$ cat config.mk
export PLATFORM = sky130hd
export DESIGN_NAME = tcm_monitor
export DESIGN_NICKNAME = d
export VERILOG_FILES = /design/src/rtl/tcm_pkg.sv /design/src/rtl/tcm_edge_sync.sv /design/src/rtl/tcm_sat_counter.sv /design/src/rtl/tcm_run_fsm.sv /design/src/rtl/tcm_monitor.sv
export SDC_FILE = /design/constraint.sdc
export NUM_CORES = 1
export LEC_CHECK = 0
export BUFFER_PORTS_ARGS = -buffer_cell sky130_fd_sc_hd__buf_2
export CAP_MARGIN = 10
export CELL_PAD_IN_SITES_DETAIL_PLACEMENT = 1
export CELL_PAD_IN_SITES_GLOBAL_PLACEMENT = 2
export CORE_ASPECT_RATIO = 2
export CORE_MARGIN = 10
export CORE_UTILIZATION = 36
export CTS_CLUSTER_DIAMETER = 120
export DETAILED_ROUTE_END_ITERATION = 12
export GPL_ROUTABILITY_DRIVEN = 0
export GPL_TIMING_DRIVEN = 0
export PLACE_DENSITY = 0.87
export SLEW_MARGIN = 15
export SYNTH_ARGS = -nofsm -noshare
export SYNTH_HDL_FRONTEND = slang
export SYNTH_SLANG_ARGS = --single-unit
$ cat constraint.sdc
create_clock -name clk -period 4.69 [get_ports clk]
set_input_delay 1.407 -clock clk [delete_from_list [all_inputs] [get_ports clk]]
set_output_delay 1.407 -clock clk [all_outputs]
set_load 0.01 [all_outputs]
$ cat src/rtl/tcm_pkg.sv
package tcm_pkg;

    typedef enum logic [1:0] {
        RS_IDLE = 2'd0,
        RS_RUN  = 2'd1,
        RS_HALT = 2'd2
    } run_state_e;

    localparam logic [7:0] A_CTRL  = 8'h00;
    localparam logic [7:0] A_ONES  = 8'h01;
    localparam logic [7:0] A_ZEROS = 8'h02;
    localparam logic [7:0] A_VER   = 8'h03;
    localparam logic [7:0] A_STAT  = 8'h10;
    localparam logic [7:0] A_LAST  = 8'h18;
    localparam logic [7:0] A_HIST  = 8'h20;
    localparam logic [7:0] A_TCNT  = 8'h3D;
    localparam logic [7:0] A_RCNT  = 8'h3E;
    localparam logic [7:0] A_BC0   = 8'h40;
    localparam logic [7:0] A_PULSE = 8'h61;

    localparam int PB_HARD  = 0;
    localparam int PB_START = 1;
    localparam int PB_STOP  = 2;
    localparam int PB_SOFT  = 3;
    localparam int PB_TEST  = 5;

    localparam int CB_LEVEL  = 0;
    localparam int CB_CMD_EN = 11;

endpackage

$ cat src/rtl/tcm_edge_sync.sv
module tcm_edge_sync #(
    parameter int STAGES = 2
) (
    input  logic clk,
    input  logic rst_n,
    input  logic async_in,
    output logic level_out,
    output logic level_prev
);
    logic [STAGES:0] chain_q;

    always_ff @(posedge clk or negedge rst_n) begin
        if (!rst_n) chain_q <= '0;
        else        chain_q <= {chain_q[STAGES-1:0], async_in};
    end

    assign level_out  = chain_q[STAGES-1];
    assign level_prev = chain_q[STAGES];
endmodule

$ cat src/rtl/tcm_sat_counter.sv
module tcm_sat_counter #(
    parameter int W = 16
) (
    input  logic         clk,
    input  logic         rst_n,
    input  logic         clr,
    input  logic         inc,
    output logic [W-1:0] count
);
    localparam logic [W-1:0] MAXV = {W{1'b1}};

    always_ff @(posedge clk or negedge rst_n) begin
        if (!rst_n)                    count <= '0;
        else if (clr)                  count <= '0;
        else if (inc && count != MAXV) count <= count + 1'b1;
    end

    // a full counter never wraps back
    a_r11_no_wrap: assert property (@(posedge clk) disable iff (!rst_n)
        (count == MAXV && !clr) |=> count == MAXV);

    // a clear request empties the counter
    a_r12_clear_zero: assert property (@(posedge clk) disable iff (!rst_n)
        clr |=> count == '0);
endmodule

$ cat src/rtl/tcm_run_fsm.sv
module tcm_run_fsm
    import tcm_pkg::*;
(
    input  logic clk,
    input  logic rst_n,
    input  logic hard_clr,
    input  logic start_req,
    input  logic stop_req,
    output logic running
);
    run_state_e state_q, state_d;

    always_ff @(posedge clk or negedge rst_n) begin
        if (!rst_n) state_q <= RS_IDLE;
        else        state_q <= state_d;
    end

    always_comb begin
        state_d = state_q;
        if (hard_clr) begin
            state_d = RS_IDLE;
        end else begin
            unique case (state_q)
                RS_IDLE: if (start_req) state_d = RS_RUN;
                RS_RUN:  if (!start_req && stop_req) state_d = RS_HALT;
                RS_HALT: if (start_req) state_d = RS_RUN;
                default: state_d = RS_IDLE;
            endcase
        end
    end

    always_comb begin
        unique case (state_q)
            RS_RUN:  running = 1'b1;
            default: running = 1'b0;
        endcase
    end

    // a start request wins over a stop request
    a_r3_start_wins: assert property (@(posedge clk) disable iff (!rst_n)
        (start_req && !hard_clr) |=> running);

    // a lone stop request ends the run
    a_r3_stop_halts: assert property (@(posedge clk) disable iff (!rst_n)
        (stop_req && !start_req && !hard_clr && state_q == RS_RUN) |=> state_q == RS_HALT);

    // hard reset returns to idle
    a_r12_to_idle: assert property (@(posedge clk) disable iff (!rst_n)
        hard_clr |=> state_q == RS_IDLE);
endmodule

$ cat src/rtl/tcm_monitor.sv
module tcm_monitor
    import tcm_pkg::*;
#(
    parameter int           CMD_W       = 8,
    parameter int           NUM_CODES   = 16,
    parameter int           CNT_W       = 16,
    parameter int           SYNC_STAGES = 2,
    parameter logic [15:0]  VERSION     = 16'h7003,
    parameter logic [7:0]   CMD_START   = 8'h01,
    parameter logic [7:0]   CMD_STOP    = 8'h02
) (
    input  logic         clk,
    input  logic         rst_n,
    input  logic [7:0]   bus_addr,
    input  logic         bus_wr,
    input  logic [15:0]  bus_wdata,
    output logic [15:0]  bus_rdata,
    input  logic [CMD_W-1:0] tcmd,
    input  logic         tcmd_vld,
    input  logic         tclk_in,
    input  logic         rxclk_in,
    input  logic         bc0_in,
    input  logic         tlock_in,
    output logic         test_out_p,
    output logic         test_out_n
);
    localparam int LOSS_W = 3;

    logic [15:0]      ctrl_q;
    logic [CMD_W-1:0] last_q;
    logic             pulse_q;
    logic             pulse_wr, ctrl_wr;
    logic             hard_clr, soft_clr;
    logic             start_req, stop_req, running;
    logic             tclk_lvl, tclk_prv, rclk_lvl, rclk_prv, lock_lvl, lock_prv;
    logic [CNT_W-1:0] tclk_cnt, rclk_cnt, bc0_cnt;
    logic [CNT_W-1:0] hist_cnt [NUM_CODES];
    logic [LOSS_W-1:0] loss_cnt;

    assign pulse_wr = bus_wr && (bus_addr == A_PULSE);
    assign ctrl_wr  = bus_wr && (bus_addr == A_CTRL);
    assign hard_clr = pulse_wr && bus_wdata[PB_HARD];
    assign soft_clr = pulse_wr && bus_wdata[PB_SOFT];

    assign start_req = (pulse_wr && bus_wdata[PB_START]) ||
                       (ctrl_q[CB_CMD_EN] && tcmd_vld && tcmd == CMD_W'(CMD_START));
    assign stop_req  = (pulse_wr && bus_wdata[PB_STOP]) ||
                       (ctrl_q[CB_CMD_EN] && tcmd_vld && tcmd == CMD_W'(CMD_STOP));

    always_ff @(posedge clk or negedge rst_n) begin
        if (!rst_n) begin
            ctrl_q  <= '0;
            last_q  <= '0;
            pulse_q <= 1'b0;
        end else begin
            pulse_q <= pulse_wr && bus_wdata[PB_TEST];
            if (hard_clr) begin
                ctrl_q <= '0;
                last_q <= '0;
            end else begin
                if (ctrl_wr)  ctrl_q <= bus_wdata;
                if (tcmd_vld) last_q <= tcmd;
            end
        end
    end

    tcm_run_fsm u_fsm (
        .clk       (clk),
        .rst_n     (rst_n),
        .hard_clr  (hard_clr),
        .start_req (start_req),
        .stop_req  (stop_req),
        .running   (running)
    );

    tcm_edge_sync #(.STAGES(SYNC_STAGES)) u_sync_tclk (
        .clk(clk), .rst_n(rst_n), .async_in(tclk_in),
        .level_out(tclk_lvl), .level_prev(tclk_prv));
    tcm_edge_sync #(.STAGES(SYNC_STAGES)) u_sync_rclk (
        .clk(clk), .rst_n(rst_n), .async_in(rxclk_in),
        .level_out(rclk_lvl), .level_prev(rclk_prv));
    tcm_edge_sync #(.STAGES(SYNC_STAGES)) u_sync_lock (
        .clk(clk), .rst_n(rst_n), .async_in(tlock_in),
        .level_out(lock_lvl), .level_prev(lock_prv));

    tcm_sat_counter #(.W(CNT_W)) u_tcnt (
        .clk(clk), .rst_n(rst_n), .clr(hard_clr || soft_clr),
        .inc(running && tclk_lvl && !tclk_prv), .count(tclk_cnt));
    tcm_sat_counter #(.W(CNT_W)) u_rcnt (
        .clk(clk), .rst_n(rst_n), .clr(hard_clr || soft_clr),
        .inc(running && rclk_lvl && !rclk_prv), .count(rclk_cnt));
    tcm_sat_counter #(.W(CNT_W)) u_bc0 (
        .clk(clk), .rst_n(rst_n), .clr(hard_clr),
        .inc(bc0_in), .count(bc0_cnt));
    tcm_sat_counter #(.W(LOSS_W)) u_loss (
        .clk(clk), .rst_n(rst_n), .clr(hard_clr),
        .inc(lock_prv && !lock_lvl), .count(loss_cnt));

    for (genvar gi = 0; gi < NUM_CODES; gi++) begin : g_hist
        tcm_sat_counter #(.W(CNT_W)) u_bin (
            .clk   (clk),
            .rst_n (rst_n),
            .clr   (hard_clr),
            .inc   (tcmd_vld && tcmd == CMD_W'(gi)),
            .count (hist_cnt[gi])
        );
    end

    always_comb begin
        bus_rdata = '0;
        unique case (bus_addr)
            A_CTRL:  bus_rdata = ctrl_q;
            A_ONES:  bus_rdata = 16'hFFFF;
            A_ZEROS: bus_rdata = 16'h0000;
            A_VER:   bus_rdata = VERSION;
            A_STAT:  bus_rdata = {5'b0, loss_cnt, 4'b0, lock_lvl, 1'b0, running, 1'b0};
            A_LAST:  bus_rdata = 16'(last_q);
            A_TCNT:  bus_rdata = 16'(tclk_cnt);
            A_RCNT:  bus_rdata = 16'(rclk_cnt);
            A_BC0:   bus_rdata = 16'(bc0_cnt);
            default: begin
                for (int i = 0; i < NUM_CODES; i++)
                    if (bus_addr == A_HIST + 8'(i)) bus_rdata = 16'(hist_cnt[i]);
            end
        endcase
    end

    assign test_out_p = ctrl_q[CB_LEVEL] | pulse_q;
    assign test_out_n = ~test_out_p;

    // a test-pulse write shows on the output in the following cycle
    a_r13_pulse_seen: assert property (@(posedge clk) disable iff (!rst_n)
        (pulse_wr && bus_wdata[PB_TEST]) |=> test_out_p);

    // timing-clock counter frozen outside the run
    a_r7_frozen_idle: assert property (@(posedge clk) disable iff (!rst_n)
        (!running && !hard_clr && !soft_clr) |=> $stable(tclk_cnt));

    // receive-clock counter frozen outside the run
    a_r8_frozen_idle: assert property (@(posedge clk) disable iff (!rst_n)
        (!running && !hard_clr && !soft_clr) |=> $stable(rclk_cnt));

    // hard reset empties the control register
    a_r12_ctrl_clear: assert property (@(posedge clk) disable iff (!rst_n)
        hard_clr |=> ctrl_q == '0 && !running);
endmodule

==> impl_metrics.json <==
{
  "worst_r2r_endpoint": "g_hist[7].u_bin.count[5]$_DFFE_PN0P_",
  "timing.reg2reg.setup_slack_ns": 1.71,
  "area_enclosed_by_the_die_boundary_sq_um": 70800,
  "commonest_cells_in_the_synthesized_netlist": "sky130_fd_sc_hd__dfrtp_1, sky130_fd_sc_hd__nor2_1, sky130_fd_sc_hd__nand2_1",
  "via_count": 22400,
  "antenna_violations_before_repair": 10,
  "clock_insertion_delay_worst_skew_ns": 0.58,
  "routedWlPerCell_um": 32.7,
  "postRouteAntennaNets": 0,
  "wl_met2_um": 53500,
  "io_pins": 58,
  "final_core_utilization_pct": 43.5,
  "routedLengthMet1_um": 33700,
  "wl_met3_um": 8950,
  "maxCapViolCount": 0,
  "worstSetupStartpoint": "bus_addr[6]",
  "final.min_clock_period_ns": 5.23,
  "cts_tree": "yes",
  "yosys_register_bits": 343,
  "grt_remaining_overflow": 0,
  "synthMostInstantiatedCell": "sky130_fd_sc_hd__dfrtp_1",
  "count_of_nets_after_finishing": 2603,
  "max_freq_ghz": 0.191,
  "crit_fanout": 7,
  "floorplan.initialDensity_pct": 36.2,
  "post_synth.cell_area_avg_sq_um": 8.98,
  "synth_cell_types": 81,
  "cp-end-kind": "output port",
  "synthToLayoutAreaGrowth_pct": 20.2,
  "final-hold-violation-count": 0,
  "drc_errors": 0,
  "synthesis.instances": 2408,
  "reg2reg_from": "g_hist[7].u_bin.count[0]$_DFFE_PN0P_",
  "place_inst": 3234,
  "drive_above_1_share_pct": 15.6,
  "class_of_the_most_critical_hold_timing_path": "reg2reg",
  "htree_num_levels": 2,
  "grt_pass1_wl_um": 159000,
  "synthesis.nets": 2469,
  "hold_buffers": 0,
  "grt_pass1_vias": 23400,
  "proportion_of_register_bits_with_asynchronous_set_or_reset_after_synthesis_pct": 100,
  "maxSlewHeadroom_pct": 18.5,
  "viasPerCell": 6.69,
  "worstSetupEndpoint": "bus_rdata[14]",
  "core_region_area_sq_um": 59700,
  "drt_total_wl_um": 109000,
  "finalClockSkew_ns": 0.0208,
  "numCtsBuffers": 35,
  "finalSetupViolations": 16,
  "finalWorstSetupSlack_ns": -0.544,
  "clk_transition_reported_paths_ns": 0.06,
  "dominantRegCellSynth": "sky130_fd_sc_hd__dfrtp_1",
  "die_y_um": 367,
  "cellLeakagePower_nw": 10.2,
  "ys_warn_count": 0,
  "io_buffers": 49,
  "power_total_mw": 7.11,
  "powerDensity_nw_per_um2": 274,
  "synth-seq-area-share_pct": 39.7,
  "maximum_number_of_pins_on_one_net_before_global_route_repair": 98,
  "grt_util_all_layers_pct": 29.9,
  "synth.area.top_cells": "sky130_fd_sc_hd__dfrtp_1, sky130_fd_sc_hd__xnor2_1, sky130_fd_sc_hd__nor2_1, sky130_fd_sc_hd__nand2_1, sky130_fd_sc_hd__nand3_1",
  "reg2reg_depth": 7,
  "worst_ir_drop_vdd_v": 0.000200,
  "status": "finished, violations left",
  "clock-sinks": 343,
  "hpwl_um": 79100,
  "top_layer": "met5",
  "startpoint_type": "input port",
  "timing.hold.ws_ns": 0.368,
  "floorplan.rows": 127,
  "transition_at_the_pin_with_the_smallest_max_transition_slack_ns": 1.22,
  "final_cell_count_no_fill": 3344,
  "slew_viol_final": 0,
  "number_of_buffers_on_the_longest_clock_path": 3,
  "crit_required_ns": 3.28,
  "data_arrival_time_of_the_critical_path_ns": 3.83,
  "netlist.top_cell.by_area": "sky130_fd_sc_hd__dfrtp_1",
  "dpl_worst_slack_ns": -1.97,
  "floorplan.die.width_um": 193,
  "netlist_area_sq_um": 21600,
  "criticalPathCategory": "in2out",
  "clk_root_buffer_cell": "sky130_fd_sc_hd__clkbuf_16",
  "failed_checks": "negative setup slack",
  "drt_iter0_markers": 2232,
  "synthDominantCellAreaShare_pct": 39.7,
  "grt_setup_unrepaired": "yes",
  "drtPass1Iterations": 6,
  "synth_edf_count": 0,
  "finalCritPeriodShare_pct": 112
}
-- power by group --
part | internal [mW] | leakage (nW) | switching (mW)
sequential | 3.05 | 4.52 | 0.178
combinational | 0.280 | 5.08 | 0.511
clock | 1.78 | 0.607 | 1.31
total | 5.11 | 10.2 | 2.00
-- worst min path at each step --
| stage | start | endpoint | slack (ns) | cells past startpoint |
|---|---|---|---|---|
| floorplan | u_sync_lock.chain_q[0]$_DFF_PN0_ | u_sync_lock.chain_q[1]$_DFF_PN0_ | 0.33 | 0 |
| global placement | u_sync_tclk.chain_q[0]$_DFF_PN0_ | u_sync_tclk.chain_q[1]$_DFF_PN0_ | 0.34 | 0 |
| detailed placement | u_sync_tclk.chain_q[0]$_DFF_PN0_ | u_sync_tclk.chain_q[1]$_DFF_PN0_ | 0.35 | 0 |
| CTS | u_sync_tclk.chain_q[0]$_DFF_PN0_ | u_sync_tclk.chain_q[1]$_DFF_PN0_ | 0.37 | 0 |
| global route | u_sync_tclk.chain_q[0]$_DFF_PN0_ | u_sync_tclk.chain_q[1]$_DFF_PN0_ | 0.38 | 0 |
| finish | u_sync_tclk.chain_q[0]$_DFF_PN0_ | u_sync_tclk.chain_q[1]$_DFF_PN0_ | 0.37 | 0 |
-- cell usage in the layout, fill, tap and decap left out, types with 43 or more instances in the layout --
| cell | netlist | final |
|---|---|---|
| sky130_fd_sc_hd__nor2_1 | 273 | 262 |
| sky130_fd_sc_hd__dfrtp_1 | 343 | 343 |
| sky130_fd_sc_hd__inv_1 | 47 | 47 |
| sky130_fd_sc_hd__and4_1 | 43 | 43 |
| sky130_fd_sc_hd__mux2i_1 | 59 | 52 |
| sky130_fd_sc_hd__a21oi_1 | 114 | 111 |
| sky130_fd_sc_hd__or3_1 | 54 | 50 |
| sky130_fd_sc_hd__o21ai_0 | 86 | 72 |
| sky130_fd_sc_hd__xnor2_1 | 140 | 140 |
| sky130_fd_sc_hd__clkbuf_16 | 0 | 43 |
| sky130_fd_sc_hd__nand4_1 | 85 | 85 |
| sky130_fd_sc_hd__nand2_1 | 166 | 162 |
| sky130_fd_sc_hd__nor4_1 | 64 | 58 |
| sky130_fd_sc_hd__clkbuf_1 | 117 | 76 |
| sky130_fd_sc_hd__buf_2 | 17 | 48 |
| sky130_fd_sc_hd__nand3_1 | 121 | 116 |
| sky130_fd_sc_hd__buf_4 | 1 | 47 |
| sky130_fd_sc_hd__xor2_1 | 43 | 43 |
| sky130_fd_sc_hd__and3_1 | 44 | 44 |
-- critical path, stage by stage --
cell and delay (ns):
sky130_fd_sc_hd__buf_8 0.10, sky130_fd_sc_hd__or4b_4 0.59, sky130_fd_sc_hd__clkbuf_16 0.21, sky130_fd_sc_hd__buf_4 0.16
sky130_fd_sc_hd__buf_6 0.14, sky130_fd_sc_hd__nor3_2 0.35, sky130_fd_sc_hd__nor4_1 0.14, sky130_fd_sc_hd__a2111o_1 0.43
sky130_fd_sc_hd__o2111ai_2 0.11, sky130_fd_sc_hd__buf_2 0.18
-- through the flow --
stage | TNS [ns] | area (sq um)
final | -4.40 | 26000
after global placement | -1621.70 | 22800
after global routing | -4.31 | 26000
after floorplan | -0.0322 | 21600
after CTS | -2.77 | 25400
after detailed placement | -30.29 | 23000
-- flip-flops by register name (all words and copies together) (netlist names), 8 cells and up --
register / flops
ctrl_q: 16
last_q: 8
u_rcnt.count: 16
u_bc0.count: 16
g_hist.u_bin.count: 256
u_tcnt.count: 16
-- what timing repair did --
item,4_1_cts,5_1_grt
setup endpoints to repair,16,16
pin swaps,32,31
setup buffers,25,21
gates cloned,0,1
gates resized for setup,257,78
-- final cells by class --
cell class / instances / area [sq um]
timing repair buffer: 99 / 807
clock inverter: 11 / 144
antenna: 5 / 12.5
buffer: 158 / 1090
multi-input combinational: 1857 / 13100
fill: 6889 / 33800
sequential: 343 / 8580
inverter: 48 / 180
clock buffer: 49 / 1080
tap: 774 / 968
-- cells by family after synthesis --
logic type,after synthesis,synth area share (%)
XOR/XNOR,183,7.41
adder cells (fa/ha/maj),21,1.22
flip-flops,343,39.7
AO/OA/AOI/OAI,505,16.1
multiplexers,94,5.60
buffers and inverters,208,3.74
AND/OR/NAND/NOR,1054,26.2
-- per-layer routing --
metal	GRT usage, %	vias to the layer above
li1	-	9343
met1	28.0	11200
met2	51.1	1270
met5	0	-
met3	8.52	558
met4	28.7	6
Power figures use the tool's default switching activity.
